## src/rtl/pwbus_pkg.sv

```systemverilog
package pwbus_pkg;
    typedef enum logic [1:0] {
        LVL_IDLE = 2'b00,
        LVL_HIGH = 2'b01,
        LVL_LOW  = 2'b10,
        LVL_RSVD = 2'b11
    } lvl_e;

    typedef enum logic [2:0] {
        ST_REST,
        ST_ARM,
        ST_LOW,
        ST_HIGH,
        ST_DRAIN
    } rx_state_e;
endpackage

```

## src/rtl/pwbus_level_filter.sv

```systemverilog
module pwbus_level_filter (
    input  logic       clk,
    input  logic       rst_n,
    input  logic [1:0] raw_i,
    output logic [1:0] lvl_o
);
    logic [1:0] s1_q, s2_q, s3_q, lvl_q;

    always_ff @(posedge clk or negedge rst_n) begin
        if (!rst_n) begin
            s1_q  <= 2'b00;
            s2_q  <= 2'b00;
            s3_q  <= 2'b00;
            lvl_q <= 2'b00;
        end else begin
            s1_q <= raw_i;
            s2_q <= s1_q;
            s3_q <= s2_q;
            if (s2_q == s3_q && s2_q != lvl_q) begin
                lvl_q <= s2_q;
            end
        end
    end

    assign lvl_o = lvl_q;

    // an accepted level was seen by the synchronizer on two clocks
    p_filter_settled_r9: assert property (@(posedge clk) disable iff (!rst_n)
        !$stable(lvl_q) |-> ($past(s2_q) == lvl_q && $past(s3_q) == lvl_q));
endmodule

```

## src/rtl/pwbus_port_merge.sv

```systemverilog
module pwbus_port_merge
    import pwbus_pkg::*;
(
    input  logic [1:0] up_i,
    input  logic [1:0] dn_i,
    output lvl_e       lvl_o,
    output logic       dn_sel_o
);
    lvl_e up_n, dn_n;

    always_comb begin
        up_n = (up_i == LVL_RSVD) ? LVL_IDLE : lvl_e'(up_i);
        dn_n = (dn_i == LVL_RSVD) ? LVL_IDLE : lvl_e'(dn_i);
        if (up_n != LVL_IDLE) begin
            lvl_o    = up_n;
            dn_sel_o = 1'b0;
        end else begin
            lvl_o    = dn_n;
            dn_sel_o = (dn_n != LVL_IDLE);
        end
    end
endmodule

```

## src/rtl/pwbus_word_fsm.sv

```systemverilog
module pwbus_word_fsm
    import pwbus_pkg::*;
#(
    parameter int MAX_BITS   = 20,
    parameter int SHORT_BITS = 12,
    parameter int CNT_W      = 8,
    localparam int LEN_W     = $clog2(MAX_BITS + 1)
) (
    input  logic                clk,
    input  logic                rst_n,
    input  lvl_e                lvl_i,
    input  logic                dn_sel_i,
    output logic [MAX_BITS-1:0] word_o,
    output logic [LEN_W-1:0]    len_o,
    output logic                valid_o,
    output logic                from_dn_o
);
    localparam logic [CNT_W-1:0] CNT_MAX = {CNT_W{1'b1}};
    localparam logic [LEN_W-1:0] MAX_N   = LEN_W'(MAX_BITS);
    localparam logic [LEN_W-1:0] SHORT_N = LEN_W'(SHORT_BITS);

    rx_state_e           state_q, state_d;
    logic [CNT_W-1:0]    lo_q, hi_q;
    logic [LEN_W-1:0]    nbits_q, nbits_nx;
    logic [MAX_BITS-1:0] shreg_q, word_q;
    logic [LEN_W-1:0]    len_q;
    logic                valid_q, dn_q, from_dn_q;
    logic                bit_val, full, len_ok;

    assign bit_val  = (hi_q > lo_q);
    assign full     = (nbits_q == MAX_N);
    assign nbits_nx = nbits_q + 1'b1;
    assign len_ok   = !full && (nbits_nx == SHORT_N || nbits_nx == MAX_N);

    // state register
    always_ff @(posedge clk or negedge rst_n) begin
        if (!rst_n) state_q <= ST_REST;
        else        state_q <= state_d;
    end

    // next state
    always_comb begin
        state_d = state_q;
        unique case (state_q)
            ST_REST: begin
                if (lvl_i == LVL_HIGH)     state_d = ST_ARM;
                else if (lvl_i == LVL_LOW) state_d = ST_DRAIN;
            end
            ST_ARM: begin
                if (lvl_i == LVL_LOW)       state_d = ST_LOW;
                else if (lvl_i == LVL_IDLE) state_d = ST_REST;
            end
            ST_LOW: begin
                if (lvl_i == LVL_HIGH)      state_d = ST_HIGH;
                else if (lvl_i == LVL_IDLE) state_d = ST_REST;
            end
            ST_HIGH: begin
                if (lvl_i == LVL_LOW)       state_d = full ? ST_DRAIN : ST_LOW;
                else if (lvl_i == LVL_IDLE) state_d = ST_REST;
            end
            ST_DRAIN: begin
                if (lvl_i == LVL_IDLE) state_d = ST_REST;
            end
            default: state_d = ST_REST;
        endcase
    end

    // datapath and outputs
    always_ff @(posedge clk or negedge rst_n) begin
        if (!rst_n) begin
            lo_q      <= '0;
            hi_q      <= '0;
            nbits_q   <= '0;
            shreg_q   <= '0;
            word_q    <= '0;
            len_q     <= '0;
            valid_q   <= 1'b0;
            dn_q      <= 1'b0;
            from_dn_q <= 1'b0;
        end else begin
            valid_q <= 1'b0;
            unique case (state_q)
                ST_REST: begin
                    if (lvl_i == LVL_HIGH) begin
                        dn_q    <= dn_sel_i;
                        nbits_q <= '0;
                        shreg_q <= '0;
                    end
                end
                ST_ARM: begin
                    if (lvl_i == LVL_LOW) lo_q <= '0;
                end
                ST_LOW: begin
                    if (lvl_i == LVL_LOW && lo_q != CNT_MAX) lo_q <= lo_q + 1'b1;
                    if (lvl_i == LVL_HIGH) hi_q <= '0;
                end
                ST_HIGH: begin
                    if (lvl_i == LVL_HIGH && hi_q != CNT_MAX) hi_q <= hi_q + 1'b1;
                    if (lvl_i == LVL_LOW && !full) begin
                        shreg_q <= {shreg_q[MAX_BITS-2:0], bit_val};
                        nbits_q <= nbits_nx;
                        lo_q    <= '0;
                    end
                    if (lvl_i == LVL_IDLE && len_ok) begin
                        word_q    <= {shreg_q[MAX_BITS-2:0], bit_val};
                        len_q     <= nbits_nx;
                        from_dn_q <= dn_q;
                        valid_q   <= 1'b1;
                    end
                end
                ST_DRAIN: ;
                default: ;
            endcase
        end
    end

    assign word_o    = word_q;
    assign len_o     = len_q;
    assign valid_o   = valid_q;
    assign from_dn_o = from_dn_q;

    // a strobe only ever carries a legal length
    p_strobe_len_r5: assert property (@(posedge clk) disable iff (!rst_n)
        valid_q |-> (len_q == SHORT_N || len_q == MAX_N));
    // strobe lasts a single clock
    p_strobe_single_r4: assert property (@(posedge clk) disable iff (!rst_n)
        valid_q |=> !valid_q);
    // a strobe follows the end of a high phase
    p_strobe_from_high_r4: assert property (@(posedge clk) disable iff (!rst_n)
        valid_q |-> $past(state_q) == ST_HIGH);
    // the bit count never passes its limit
    p_count_bound_r6: assert property (@(posedge clk) disable iff (!rst_n)
        nbits_q <= MAX_N);
    // a full low counter holds its value
    p_low_sat_r10: assert property (@(posedge clk) disable iff (!rst_n)
        (state_q == ST_LOW && lvl_i == LVL_LOW && lo_q == CNT_MAX) |=> lo_q == CNT_MAX);
    // a full high counter holds its value
    p_high_sat_r10: assert property (@(posedge clk) disable iff (!rst_n)
        (state_q == ST_HIGH && lvl_i == LVL_HIGH && hi_q == CNT_MAX) |=> hi_q == CNT_MAX);
    // Low to Idle inside a word aborts silently
    p_abort_r7: assert property (@(posedge clk) disable iff (!rst_n)
        (state_q == ST_LOW && lvl_i == LVL_IDLE) |=> (!valid_q && state_q == ST_REST));
endmodule

```

## src/rtl/pwbus_rx.sv

```systemverilog
module pwbus_rx #(
    parameter int MAX_BITS   = 20,
    parameter int SHORT_BITS = 12,
    parameter int CNT_W      = 8,
    localparam int LEN_W     = $clog2(MAX_BITS + 1)
) (
    input  logic                clk,
    input  logic                rst_n,
    input  logic [1:0]          lvl_up_i,
    input  logic [1:0]          lvl_dn_i,
    output logic [MAX_BITS-1:0] word_o,
    output logic [LEN_W-1:0]    len_o,
    output logic                valid_o,
    output logic                from_dn_o
);
    localparam int NPORTS = 2;

    logic [1:0] raw_arr [NPORTS];
    logic [1:0] flt_arr [NPORTS];
    pwbus_pkg::lvl_e merged;
    logic            dn_sel;

    assign raw_arr[0] = lvl_up_i;
    assign raw_arr[1] = lvl_dn_i;

    for (genvar g = 0; g < NPORTS; g++) begin : g_filt
        pwbus_level_filter u_filt (
            .clk   (clk),
            .rst_n (rst_n),
            .raw_i (raw_arr[g]),
            .lvl_o (flt_arr[g])
        );
    end

    pwbus_port_merge u_merge (
        .up_i     (flt_arr[0]),
        .dn_i     (flt_arr[1]),
        .lvl_o    (merged),
        .dn_sel_o (dn_sel)
    );

    pwbus_word_fsm #(
        .MAX_BITS   (MAX_BITS),
        .SHORT_BITS (SHORT_BITS),
        .CNT_W      (CNT_W)
    ) u_fsm (
        .clk       (clk),
        .rst_n     (rst_n),
        .lvl_i     (merged),
        .dn_sel_i  (dn_sel),
        .word_o    (word_o),
        .len_o     (len_o),
        .valid_o   (valid_o),
        .from_dn_o (from_dn_o)
    );
endmodule

```

## config.mk

```make
export PLATFORM = sky130hd
export DESIGN_NAME = pwbus_rx
export DESIGN_NICKNAME = d
export VERILOG_FILES = /design/src/rtl/pwbus_pkg.sv /design/src/rtl/pwbus_level_filter.sv /design/src/rtl/pwbus_port_merge.sv /design/src/rtl/pwbus_word_fsm.sv /design/src/rtl/pwbus_rx.sv
export SDC_FILE = /design/constraint.sdc
export NUM_CORES = 1
export LEC_CHECK = 0
export ABC_AREA = 0
export BUFFER_PORTS_ARGS = -buffer_cell sky130_fd_sc_hd__buf_2
export CORE_MARGIN = 3
export CORE_UTILIZATION = 30
export DETAILED_ROUTE_END_ITERATION = 10
export SLEW_MARGIN = 20
export SYNTH_ARGS = -nofsm -noshare
export SYNTH_HDL_FRONTEND = slang
export SYNTH_SLANG_ARGS = --single-unit
```

## constraint.sdc

```tcl
create_clock -name clk -period 2.9 [get_ports clk]
set_input_delay 0.58 -clock clk [delete_from_list [all_inputs] [get_ports clk]]
set_output_delay 0.58 -clock clk [all_outputs]
set_load 0.01 [all_outputs]
```

# Word level (Yosys, flattened, before mapping)
# Cells that the tools add are included.
[word_totals]
ff_bits = 87
latch_bits = 0
ramBits = 0
rom_bits = 0
inputBits = 6
output_inout_bits = 27
elab_cells = 94
mem_count = 0
[classes]
addsub = 3
mul = 0
n_div = 0
order_cmp = 1
eq_ne = 24
shifts = 0
mux = 27
bitwise = 0
reduce_logical = 21
[ops]
columns = ["cell", "count"]
rows = [
  ["2-to-1 mux 8 bit", 5],
  ["2-to-1 mux 19 bit", 2],
  ["case mux 19 bit (2 select lines)", 1],
  ["case mux 8 bit (3 select lines)", 1],
  ["2-to-1 mux 3 bit", 7],
  ["adder 8 x 1 -> 8 bit, second input constant", 2],
  ["!= test 8 bit, second input constant", 2],
  ["case mux 8 bit (2 select lines)", 1],
  ["case mux 3 bit (5 select lines)", 1],
  ["!= test 2 x 1 -> 1 bit, second input constant", 6],
  ["equality test 5 bit, second input constant", 2],
  ["2-to-1 mux 5 bit", 2],
  ["case mux 5 bit (2 select lines)", 1],
  ["> comparator 8 bit", 1],
  ["nonzero test 2 bit", 4],
  ["logical AND 1 bit", 7],
  ["equality test 2 bit, second input constant", 3],
  ["equality test 3 x 2 -> 1 bit, second input constant", 2],
  ["2-to-1 mux 2 bit", 3],
  ["AND reduction 3 bit", 2],
  ["adder 5 x 1 -> 5 bit, second input constant", 1],
  ["equality test 5 x 4 -> 1 bit, second input constant", 1],
  ["equality test 2 bit", 2],
  ["!= test 2 bit", 2],
  ["12 further kinds", 15],
]

# Logic depth before layout (Yosys ltp)
# Gate-level depths: netlist of run 1.
[logic_depth]
depth_word = 8
depth_mapped = 10
mapped_depth_nobuf = 7

# Cells and area by module
# A second synthesis of run 1 with hierarchy kept.
[hier_totals]
cells_unflattened = 340
area_unflattened_um2 = 4012.6
[by_module_without_submodules]
columns = ["mod", "n_inst", "cells_per_inst", "area_each_um2", "seq_area_each_um2"]
rows = [
  ["pwbus_word_fsm", 1, 297, 3418.3, 1776.7],
  ["pwbus_level_filter", 2, 16, 250.2, 200.2],
  ["pwbus_port_merge", 1, 11, 93.8, 0.0],
]

# Worst setup path after synthesis of run 1
# Ideal clock, no wire load.
[synth_timing]
kind = "register to register"
from = "register g_filt[0].u_filt.lvl_q[0]"
to = "register u_fsm.shreg_q[10]"
setup_time_ns = 0.121
arrival_time_ns = 2.057
required_ns = 2.779
path_slack_ns = 0.722
stages_incl_launch_ff = 10
n_path_buf = 3
synth_period_minus_slack_ns = 2.178
cell_sequence = "dfrtp_1 inv_1 ha_1 buf_6 or3b_1 buf_6 a211oi_2 o21ai_2 buf_6 a22o_1"
[synth_via]
elab_chain_cells = 8
word_cells_on_any_way = 10
cone_classes = "5 x eq/ne; 2 x mux; 3 x reduce/logical"
[synth_rtl]
columns = ["element", "line", "text"]
rows = [
  ["from (decl)", "pwbus_level_filter.sv:7", "logic [1:0] s1_q, s2_q, s3_q, lvl_q;"],
  ["from (signal assigned)", "pwbus_level_filter.sv:20", "lvl_q <= s2_q;"],
  ["equality test 2 bit", "pwbus_port_merge.sv:12", "up_n = (up_i == LVL_RSVD) ? LVL_IDLE : lvl_e'(up_i);"],
  ["2-to-1 mux 2 bit *", "pwbus_port_merge.sv:12", ""],
  ["nonzero test 2 bit", "pwbus_port_merge.sv:14", "if (up_n != LVL_IDLE) begin"],
  ["2-to-1 mux 2 bit *", "pwbus_port_merge.sv:14", ""],
  ["equality test 2 bit", "pwbus_word_fsm.sv:99", "if (lvl_i == LVL_LOW && !full) begin"],
  ["logical AND 1 bit", "pwbus_word_fsm.sv:99", ""],
  ["!= test 2 x 1 -> 1 bit (no line)", "n/a", ""],
  ["AND reduction 3 bit (no line) *", "n/a", ""],
  ["to (signal assigned)", "pwbus_word_fsm.sv:100", "shreg_q <= {shreg_q[MAX_BITS-2:0], bit_val};"],
  ["to (decl)", "pwbus_word_fsm.sv:25", "logic [MAX_BITS-1:0] shreg_q, word_q;"],
]
# Mark *: on every way between the ends. The rest lies on a longest branch, timed or not.
# A chain may end at the register's enable or synchronous reset.

# Final worst setup path of run 1
[layout_timing]
from = "register g_filt[0].u_filt.lvl_q[0]"
to = "register u_fsm.shreg_q[0]"
# The elaborated chain is that of the path after synthesis.

==> flow_summary.json, run 1 <==
{
  "status": "finished clean",
  "fin_crit_sh_pct": 82.9,
  "crit_path_max_fanout": 13,
  "finalClockSkew_ps": 5.36,
  "worstPathCellList": "inv_1, ha_1, or3b_1, and2_1, nor2_2, buf_4, a22o_1",
  "die_x_um": 122,
  "fin_area_um2": 4730,
  "numCtsBuffers": 9,
  "vias_per_cell": 4.85,
  "p_sw_share_pct": 27.0,
  "synth-async-reset-ratio_pct": 100,
  "utilization_pct": 36.6,
  "worstReg2RegStart": "g_filt[0].u_filt.lvl_o[0]$_DFFE_PN0P_",
  "netlist_instances": 356,
  "fmax_mhz": 416,
  "ir_worst_vdd_mv": 0.540,
  "cts-root-buf": "clkbuf_16",
  "ant_nets": 0,
  "power_frac_seq_pct": 45.1,
  "grt_antenna_before_repair": 0,
  "grt_pass1_wl_um": 13600,
  "power_density_nw_per_um2": 627,
  "synth-seq-cells": 87,
  "finalMaxSlewViolations": 0,
  "rows": 41,
  "syn_area_per_cell_um2": 11.4,
  "slowest_delay_ps": 520,
  "worstPathBufferInverterCount": 2,
  "crit_path_top_delay_cell": "or3b_1",
  "synth_cell_types": 55,
  "relSlewSlack_pct": 56.5,
  "postCtsSetupRepairBufs": 0,
  "tns_ps": 0,
  "clkSinkCount": 87,
  "total_leakage_power_nw": 2.28,
  "area_growth_syn_to_layout_pct": 16.4,
  "antennaDiodeCount": 0,
  "io_pins": 33,
  "clk_latency_ps": 340,
  "finalPower_w": 0.00297,
  "cts_resized": 0,
  "setup_viol_count_final": 0,
  "fin_nets": 417,
  "synth-edff-count": 0,
  "ys_seq_area_share_pct": 53.5,
  "switchingPower_w": 0.000803,
  "dieArea_um2": 15000,
  "clockBufferDepth": 2,
  "vias": 2771,
  "dpl.hpwl_um": 5760,
  "worst-setup-path-type": "reg2reg",
  "grt_setup_unrepaired": "no",
  "synth_nets": 379,
  "drv_cap": 0,
  "cts_tree": "done",
  "wire_per_inst_um": 13.7,
  "placed_area_um2": 4400,
  "cp.required_ps": 3180,
  "start_kind": "flop",
  "worst_slew_pin_slew_ps": 650,
  "netlist_area_um2": 4070,
  "routed_wl_um": 7810,
  "ys.flop_type": "dfrtp_1",
  "portBuffers": 32,
  "initial_core_util_pct": 31.5,
  "startpoint": "g_filt[0].u_filt.lvl_o[0]$_DFFE_PN0P_",
  "path_clk_slew_ps": 70,
  "finalHoldViolCount": 0,
  "die_y_um": 122,
  "htree_levels": 3,
  "path_delay_family": "simple AND/OR/NAND/NOR gates",
  "hold_path.class": "in2async",
  "core_area_um2": 12900,
  "drive_gt1_share_pct": 20.6,
  "globalRouteOverflowTotal": 0,
  "firstDrtPassIters": 4,
  "grt_pass1_vias": 2827,
  "cp.arrival_ps": 2680,
  "cp-end-kind": "flop",
  "internal-power_w": 0.00217,
  "pwr-share-clk_pct": 42.1,
  "drt_iter0_markers": 142,
  "grt_max_degree": 49,
  "grt_use_total_pct": 11.4,
  "place_congestion": 0.852,
  "pwr-share-comb_pct": 12.8,
  "cts_hold_buf": 0,
  "fin_crit_ps": 2410,
  "yosysWarnings": 0,
  "drc": 0
}
power groups by stage:
stage	clock (W)	sequential (W)	combinational, W
3_3_place_gp	0	0.00136	0.000371
4_1_cts	0.00130	0.00134	0.000382
3_5_place_dp	0	0.00136	0.000382
2_1_floorplan	0	0.00132	0.000310
6_report	0.00125	0.00134	0.000379
5_1_grt	0.00134	0.00135	0.000439
cell usage in the layout (no fill, tap or decap), types with 16 or more instances in the layout:
cell type and n:
a21oi_1 24, a22o_1 21, buf_2 31, dfrtp_1 87, ha_1 17, inv_1 17, mux2_2 17, nand2_1 20
nand3_1 16, nor2_1 19, o21ai_0 17
cell usage after synthesis, types with 2 or more instances:
master / number / area [um2]
a211oi_1: 2 / 15.0
a21oi_1: 24 / 120
a22o_1: 21 / 184
and2_1: 3 / 18.8
and3_1: 4 / 25.0
and3b_1: 2 / 17.5
and4_1: 2 / 17.5
buf_2: 2 / 10.0
buf_6: 6 / 67.6
clkbuf_1: 2 / 7.51
dfrtp_1: 87 / 2180
ha_1: 17 / 213
inv_1: 17 / 63.8
mux2_1: 8 / 90.1
mux2_2: 17 / 191
nand2_1: 20 / 75.1
nand2b_1: 9 / 56.3
nand3_1: 16 / 80.1
nand3b_1: 2 / 15.0
nand4_1: 6 / 37.5
nor2_1: 19 / 71.3
nor2b_1: 2 / 12.5
nor3_1: 5 / 25.0
o21ai_0: 17 / 85.1
o21ai_1: 4 / 20.0
o31ai_1: 5 / 37.5
o41ai_1: 2 / 17.5
or2_2: 3 / 18.8
xnor2_1: 5 / 43.8
xor2_1: 2 / 17.5
final timing paths:
check	to	slack, ps	cells after the start
worst max-delay path	u_fsm.shreg_q[0]$_DFFE_PN0P_	490	7
worst min-delay path	g_filt[0].u_filt.s1_q[0]$_DFF_PN0_	230	1
worst max register to register	u_fsm.shreg_q[0]$_DFFE_PN0P_	490	7
worst min register to register	g_filt[1].u_filt.s2_q[0]$_DFF_PN0_	350	0
max in group asynchronous	u_fsm.word_o[8]$_DFFE_PN0P_	2020	2
min in group clk	g_filt[1].u_filt.s1_q[1]$_DFF_PN0_	350	1
flip-flops by register name, indices dropped and copies added, names as in the netlist, 3 cells and up:
| signal | count |
|---|---|
| u_fsm.shreg_q | 19 |
| g_filt.u_filt.lvl_o | 4 |
| g_filt.u_filt.s2_q | 4 |
| u_fsm.hi_q | 8 |
| u_fsm.state_q | 3 |
| u_fsm.nbits_q | 5 |
| u_fsm.word_o | 20 |
| g_filt.u_filt.s1_q | 4 |
| u_fsm.lo_q | 8 |
| u_fsm.len_o | 5 |
| g_filt.u_filt.s3_q | 4 |
stage by stage:
stage	setup WS, ps	instances	hold slack, ps
2_1_floorplan	722	356	284
3_3_place_gp	548	555	336
3_5_place_dp	461	555	339
4_1_cts	455	571	254
5_1_grt	284	571	287
6_report	495	571	232
area by class of cell:
| cell class | instances | area (um2) |
|---|---|---|
| Fill cell | 1310 | 8190 |
| Sequential cell | 87 | 2180 |
| Multi-Input combinational cell | 242 | 1750 |
| Clock buffer | 9 | 225 |
| Tap cell | 172 | 215 |
| Timing Repair Buffer | 37 | 200 |
| Clock inverter | 7 | 103 |
| Inverter | 17 | 63.8 |
layer usage:
| layer | up-vias | global-route usage (%) | share of wire, % | wire [um] |
|---|---|---|---|---|
| li1 | 1366 | - | - | - |
| met1 | 1356 | 14.9 | 47 | 3680 |
| met2 | 42 | 18.0 | 48 | 3770 |
| met3 | 7 | 2.67 | 3.4 | 262 |
| met4 | 0 | 5.25 | 1.3 | 103 |
| met5 | - | 0 | 0 | 0 |
worst reg2reg max path, cell delays in order, from the launching register on:
cell	delay [ps]
dfrtp_1	390
inv_1	60
ha_1	380
or3b_1	520
and2_1	250
nor2_2	320
buf_4	270
a22o_1	150
kinds of logic after synthesis:
family          Yosys count  synth area share [%]
fa+ha+maj                17                  5.23
mux                      26                  7.16
compound gates           89                  14.8
xor+xnor                  7                  1.51
flops                    87                  53.5
buf+inv                  27                  3.66
simple gates            103                  14.1
Power figures use the tool's default switching activity.
==> inputs of run 2 (changes only) <==
Clock period 2.9 ns to 2.1 ns, I/O delays scaled along.
==> run 2 against run 1 <==
Net effect: critical path depth unchanged; worst hold slack got worse by 120 ps; clock power is 21% higher; clock skew rose by 3.6 ps; sequential share of layout area is 1.3 points lower.
==> flow_summary.json, run 2 (same netlist as run 1, synthesis figures left out) <==
{
  "dieArea_um2": 15000,
  "tns_ps": 0,
  "core_area_um2": 12900,
  "worst_slack_ps": 87.9,
  "fin_crit_sh_pct": 95.8,
  "slowest_delay_ps": 450,
  "placed_area_um2": 4520,
  "setup_viol_count_final": 0,
  "grt_use_total_pct": 11.9,
  "io_pins": 33,
  "dp.cells": 566,
  "cts-root-buf": "clkbuf_16",
  "power_frac_seq_pct": 45.5,
  "fin_area_um2": 4870,
  "p_sw_share_pct": 28.2,
  "finalMaxSlewViolations": 0,
  "drv_cap": 0,
  "vias_per_cell": 4.91,
  "pwr-share-clk_pct": 37.8,
  "antennaDiodeCount": 0,
  "finalPower_w": 0.00399,
  "initial_core_util_pct": 31.5,
  "portBuffers": 32,
  "total_leakage_power_nw": 2.33,
  "cp.arrival_ps": 2240,
  "htree_levels": 3,
  "drt_iter0_markers": 154,
  "finalHoldViolCount": 0,
  "largest_reg_flops": 20,
  "fin_cells": 584,
  "wire_per_inst_um": 13.8,
  "cp-end-kind": "flop",
  "fillers": 1279,
  "rows": 41,
  "worstPathCellList": "inv_2, ha_4, or3b_4, a211oi_2, o21ai_2, buf_12, a22o_1",
  "worst-setup-path-type": "reg2reg",
  "grt_pass1_wl_um": 13900,
  "worst_slew_pin_slew_ps": 469,
  "clk_latency_ps": 340,
  "grt_setup_unrepaired": "no",
  "start_kind": "flop",
  "place_congestion": 0.760,
  "drc": 0,
  "relSlewSlack_pct": 68.8,
  "ant_nets": 0,
  "pwr-share-comb_pct": 16.8,
  "seqCellArea_um2": 2180,
  "power_density_nw_per_um2": 818,
  "grt_antenna_before_repair": 0,
  "area_growth_syn_to_layout_pct": 19.7,
  "switchingPower_w": 0.00112,
  "ir_worst_vdd_mv": 0.569,
  "clkSinkCount": 87,
  "grt_pass1_vias": 2883,
  "vias": 2868,
  "fmax_mhz": 497,
  "routed_wl_um": 8040,
  "path_clk_slew_ps": 60,
  "firstDrtPassIters": 4,
  "internal-power_w": 0.00286,
  "status": "finished clean",
  "final_common_cell": "dfrtp_1",
  "place_ws_ps": 4.63,
  "startpoint": "g_filt[0].u_filt.lvl_o[0]$_DFFE_PN0P_",
  "worstReg2RegStart": "g_filt[0].u_filt.lvl_o[0]$_DFFE_PN0P_",
  "multi_input_area_um2": 1790,
  "die_x_um": 122,
  "fin_crit_ps": 2010,
  "crit_path_max_fanout": 25,
  "grt_max_degree": 88,
  "mostFrequentLayoutCells": "dfrtp_1, buf_2, a22o_1, a21oi_1",
  "cp.required_ps": 2330,
  "numCtsBuffers": 9,
  "cts_tree": "done",
  "crit_path_top_delay_cell": "or3b_4",
  "globalRouteOverflowTotal": 0,
  "drive_gt1_share_pct": 25.7,
  "hold_path.class": "in2async",
  "fin_nets": 430,
  "die_y_um": 122,
  "cts_hold_buf": 0,
  "clockBufferDepth": 2,
  "dpl.hpwl_um": 5680,
  "finalClockSkew_ps": 9.00
}
-- run 2: power groups by stage --
| stage | registers [W] | clock network [W] | logic, W |
|---|---|---|---|
| after floorplan | 0.00183 | 0 | 0.000430 |
| after global placement | 0.00184 | 0 | 0.000624 |
| after detailed placement | 0.00184 | 0 | 0.000633 |
| after CTS | 0.00181 | 0.00155 | 0.000637 |
| after global routing | 0.00183 | 0.00164 | 0.000759 |
| final | 0.00181 | 0.00151 | 0.000669 |
-- run 2: per-stage QoR --
| step | hold WS [ps] | utilization (%) |
|---|---|---|
| 2_1_floorplan | 124 | - |
| 3_3_place_gp | 336 | 35.0 |
| 3_5_place_dp | 337 | 35.0 |
| 4_1_cts | 136 | 37.2 |
| 5_1_grt | 154 | 37.7 |
| 6_report | 108 | 37.7 |
-- run 2: worst paths after layout --
path	endpoint	slack, ps	cells past startpoint
setup / recovery	u_fsm.shreg_q[0]$_DFFE_PN0P_	90	7
hold / removal	g_filt[0].u_filt.s1_q[0]$_DFF_PN0_	110	2
setup reg to reg	u_fsm.shreg_q[0]$_DFFE_PN0P_	90	7
hold reg to reg	g_filt[0].u_filt.s2_q[1]$_DFF_PN0_	350	0
max in group asynchronous	u_fsm.nbits_q[0]$_DFFE_PN0P_	1610	2
min in group clk	g_filt[0].u_filt.s1_q[1]$_DFF_PN0_	180	1
-- run 2: routing by layer --
layer  global-route usage (%)  up-vias  routed length [um]
met3                     3.36       12                 316
met5                        0        -                   0
li1                         -     1389                   -
met4                     6.58        0                 193
met2                     18.3       47                3770
met1                     15.0     1420                3750
-- run 2: area by class of cell --
class | instances | area share (%)
Multi-Input combinational cell | 242 | 36.8
Tap cell | 172 | 4.42
Clock inverter | 5 | 0.822
Timing Repair Buffer | 50 | 6.96
Clock buffer | 11 | 4.98
Sequential cell | 87 | 44.7
Inverter | 17 | 1.31
-- run 2: timing repair --
action                     4_1_cts  5_1_grt
resized for setup                2       12
buffers inserted                 0        2
pin swaps                        0        4
setup endpoints to repair        4       61
-- run 2: critical path, delay by kind of cell, from the launching register on --
| family | cells | cell delay (ps) |
|---|---|---|
| buffers and inverters | 2 | 240 |
| flip-flops | 1 | 410 |
| adder cells (fa/ha/maj) | 1 | 200 |
| AND/OR/NAND/NOR | 1 | 450 |
| AO/OA/AOI/OAI | 3 | 590 |
==> inputs of run 3 (changes only) <==
Settings changed: ABC_AREA 0 to 1.
==> run 3 against run 2 <==
Net effect: core utilization fell by 0.77 points; register-to-register slack improved by 80 ps; cell count rose by 30%; global-route usage fell by 0.59 points; cell area rose by 6.4%; via count rose by 20%; first-iteration DRC count rose by 68%; critical path depth rose by 4; sequential power barely moved; largest cell class unchanged; largest power group unchanged.
==> flow_summary.json, run 3 <==
{
  "switchingPower_w": 0.00113,
  "numCtsBuffers": 9,
  "finalClockSkew_ps": 7.84,
  "relSlewSlack_pct": 69.4,
  "vias_per_cell": 4.52,
  "place_congestion": 0.767,
  "dieArea_um2": 16000,
  "start_kind": "flop",
  "grt_pass1_wl_um": 15100,
  "grt_antenna_before_repair": 0,
  "ys.flop_type": "dfrtp_1",
  "ir_worst_vdd_mv": 0.437,
  "drt_iter0_markers": 259,
  "area_growth_syn_to_layout_pct": 18.9,
  "die_y_um": 127,
  "rows": 43,
  "io_pins": 33,
  "grt_max_degree": 88,
  "pwr-share-clk_pct": 38.5,
  "synth_top_cell_area_share_pct": 49.9,
  "path_clk_slew_ps": 70,
  "drive_gt1_share_pct": 15.7,
  "fin_crit_ps": 1930,
  "power_density_nw_per_um2": 758,
  "grt_pass1_vias": 3272,
  "ant_nets": 0,
  "synth-async-reset-ratio_pct": 100,
  "synth_nets": 551,
  "cts_tree": "done",
  "mostFrequentLayoutCells": "nand2_1, dfrtp_1, inv_1",
  "cts_hold_buf": 0,
  "drv_cap": 0,
  "cts-root-buf": "clkbuf_16",
  "syn_area_per_cell_um2": 8.26,
  "drc": 0,
  "setup_viol_count_final": 0,
  "p_sw_share_pct": 28.7,
  "placed_area_um2": 4820,
  "largest_reg_flops": 20,
  "synth_cell_types": 35,
  "synth_commonest_cells": "nand2_1, dfrtp_1, inv_1, nor2_1, nand3_1",
  "crit_path_max_fanout": 13,
  "yosysWarnings": 0,
  "netlist_instances": 528,
  "synth-seq-cells": 87,
  "power_frac_seq_pct": 45.2,
  "place_ws_ps": -22.4,
  "portBuffers": 32,
  "finalHoldViolCount": 0,
  "final_common_cell": "nand2_1",
  "htree_levels": 3,
  "synth-edff-count": 0,
  "total_leakage_power_nw": 2.76,
  "clockBufferDepth": 2,
  "routed_wl_um": 8930,
  "finalMaxSlewViolations": 0,
  "synth.area.top_cells": "dfrtp_1, nand2_1, ha_1, inv_1, nand4_1",
  "pwr-share-comb_pct": 16.3,
  "clkSinkCount": 87,
  "globalRouteOverflowTotal": 0,
  "vias": 3432,
  "r2r_slack_ps": 170,
  "cp.arrival_ps": 2160,
  "netlist_area_um2": 4360,
  "antennaDiodeCount": 0,
  "wire_per_inst_um": 11.8,
  "fmax_mhz": 519,
  "grt_setup_unrepaired": "no",
  "hold_path.class": "in2async",
  "ys_seq_area_share_pct": 49.9,
  "fin_crit_sh_pct": 91.8,
  "internal-power_w": 0.00280,
  "firstDrtPassIters": 5,
  "status": "finished clean",
  "cp.required_ps": 2330,
  "yosys.area.top_type": "dfrtp_1",
  "die_x_um": 127,
  "worst_slew_pin_slew_ps": 458,
  "dpl.hpwl_um": 6070,
  "core_area_um2": 14000,
  "fillers": 1428,
  "grt_use_total_pct": 11.3,
  "initial_core_util_pct": 31.1,
  "cp-end-kind": "flop",
  "worst-setup-path-type": "reg2reg",
  "fin_area_um2": 5180,
  "worst_slack_ps": 173,
  "fin_nets": 599,
  "synth.most_common_cell": "nand2_1",
  "clk_latency_ps": 340
}
[run 3: cell types whose count changed in the layout (fill, tap and decap cells not counted), sizes merged, moves of 5 or more]
cell	before	now
nand2	20	216
inv	19	54
mux2	25	0
nand4	6	30
a22o	21	0
a21oi	24	4
nand3	17	37
nor2	20	39
nand2b	10	0
o21ai	22	13
xnor2	5	0
[run 3: worst max-delay path, cell delays in order, from the launching register on]
cell and delay [ps]:
dfrtp_1 400, inv_1 70, ha_2 310, nand2_1 100
inv_2 60, nor2_8 190, nand2_2 110, nor2_4 110
buf_12 140, nand3_4 170, nand2_1 110, nand2_1 60
[run 3: repair_timing]
action / in CTS / in global routing
setup buffers: 0 / 3
pin swaps: 0 / 3
cloned: 0 / 2
setup endpoints to repair: 9 / 35
resized for setup: 1 / 5
[run 3: per-layer routing]
metal  share of wire (%)  routed length (um)  track usage (%)  vias up
met5                   0                   0                0        -
met4                0.87                  78             2.78        0
met3                 5.7                 505             3.71        9
met2                  47                4160             18.7       63
met1                  47                4190             14.3     1576
li1                    -                   -                -     1784
[run 3: worst paths after layout]
kind / startpoint / to / cells after the start
max: g_filt[0].u_filt.lvl_o[0]$_DFFE_PN0P_ / u_fsm.len_o[4]$_DFFE_PN0P_ / 11
min: rst_n / u_fsm.word_o[17]$_DFFE_PN0P_ / 2
max reg2reg: g_filt[0].u_filt.lvl_o[0]$_DFFE_PN0P_ / u_fsm.len_o[4]$_DFFE_PN0P_ / 11
min reg2reg: g_filt[1].u_filt.s1_q[0]$_DFF_PN0_ / g_filt[1].u_filt.s2_q[0]$_DFF_PN0_ / 0
max in group asynchronous: rst_n / g_filt[1].u_filt.lvl_o[0]$_DFFE_PN0P_ / 2
min in group clk: lvl_dn_i[0] / g_filt[1].u_filt.s1_q[0]$_DFF_PN0_ / 1
[run 3: cell families (layout without fill, tap and decap cells)]
kind of cell    after synthesis  after routing  share of synthesized area, %
buf+inv                      68            118                          7.00
flops                        87             87                          49.9
simple gates                327            329                          33.7
fa+ha+maj                    17             17                          4.88
compound gates               26             26                          3.85
xor+xnor                      3              3                         0.603
[run 3: final cells by class]
cell class / instances / area (um2) / area share [%]
Clock buffer: 10 / 239 / 4.61
Clock inverter: 5 / 41.3 / 0.797
Inverter: 52 / 195 / 3.77
Multi-Input combinational cell: 375 / 1930 / 37.1
Sequential cell: 87 / 2180 / 42.0
Tap cell: 180 / 225 / 4.34
Timing Repair Buffer: 51 / 380 / 7.34
[run 3: metrics by stage]
| stage | total power, W | std cells | TNS (ps) | utilization, % | hold WS [ps] |
|---|---|---|---|---|---|
| floorplan | 0.00223 | 528 | 0 | - | 124 |
| global placement | 0.00240 | 740 | 0 | 34.3 | 335 |
| detailed placement | 0.00242 | 740 | -113 | 34.3 | 335 |
| CTS | 0.00397 | 755 | 0 | 36.3 | 124 |
| global route | 0.00415 | 760 | 0 | 36.9 | 140 |
| finish | 0.00393 | 760 | 0 | 36.9 | 108 |
[run 3: power groups by stage]
stage / Clock, W / Combinational, W / Sequential (W)
after floorplan: 0 / 0.000437 / 0.00179
after global placement: 0 / 0.000598 / 0.00180
after detailed placement: 0 / 0.000615 / 0.00181
after CTS: 0.00157 / 0.000620 / 0.00178
after global routing: 0.00163 / 0.000733 / 0.00178
final: 0.00151 / 0.000640 / 0.00178
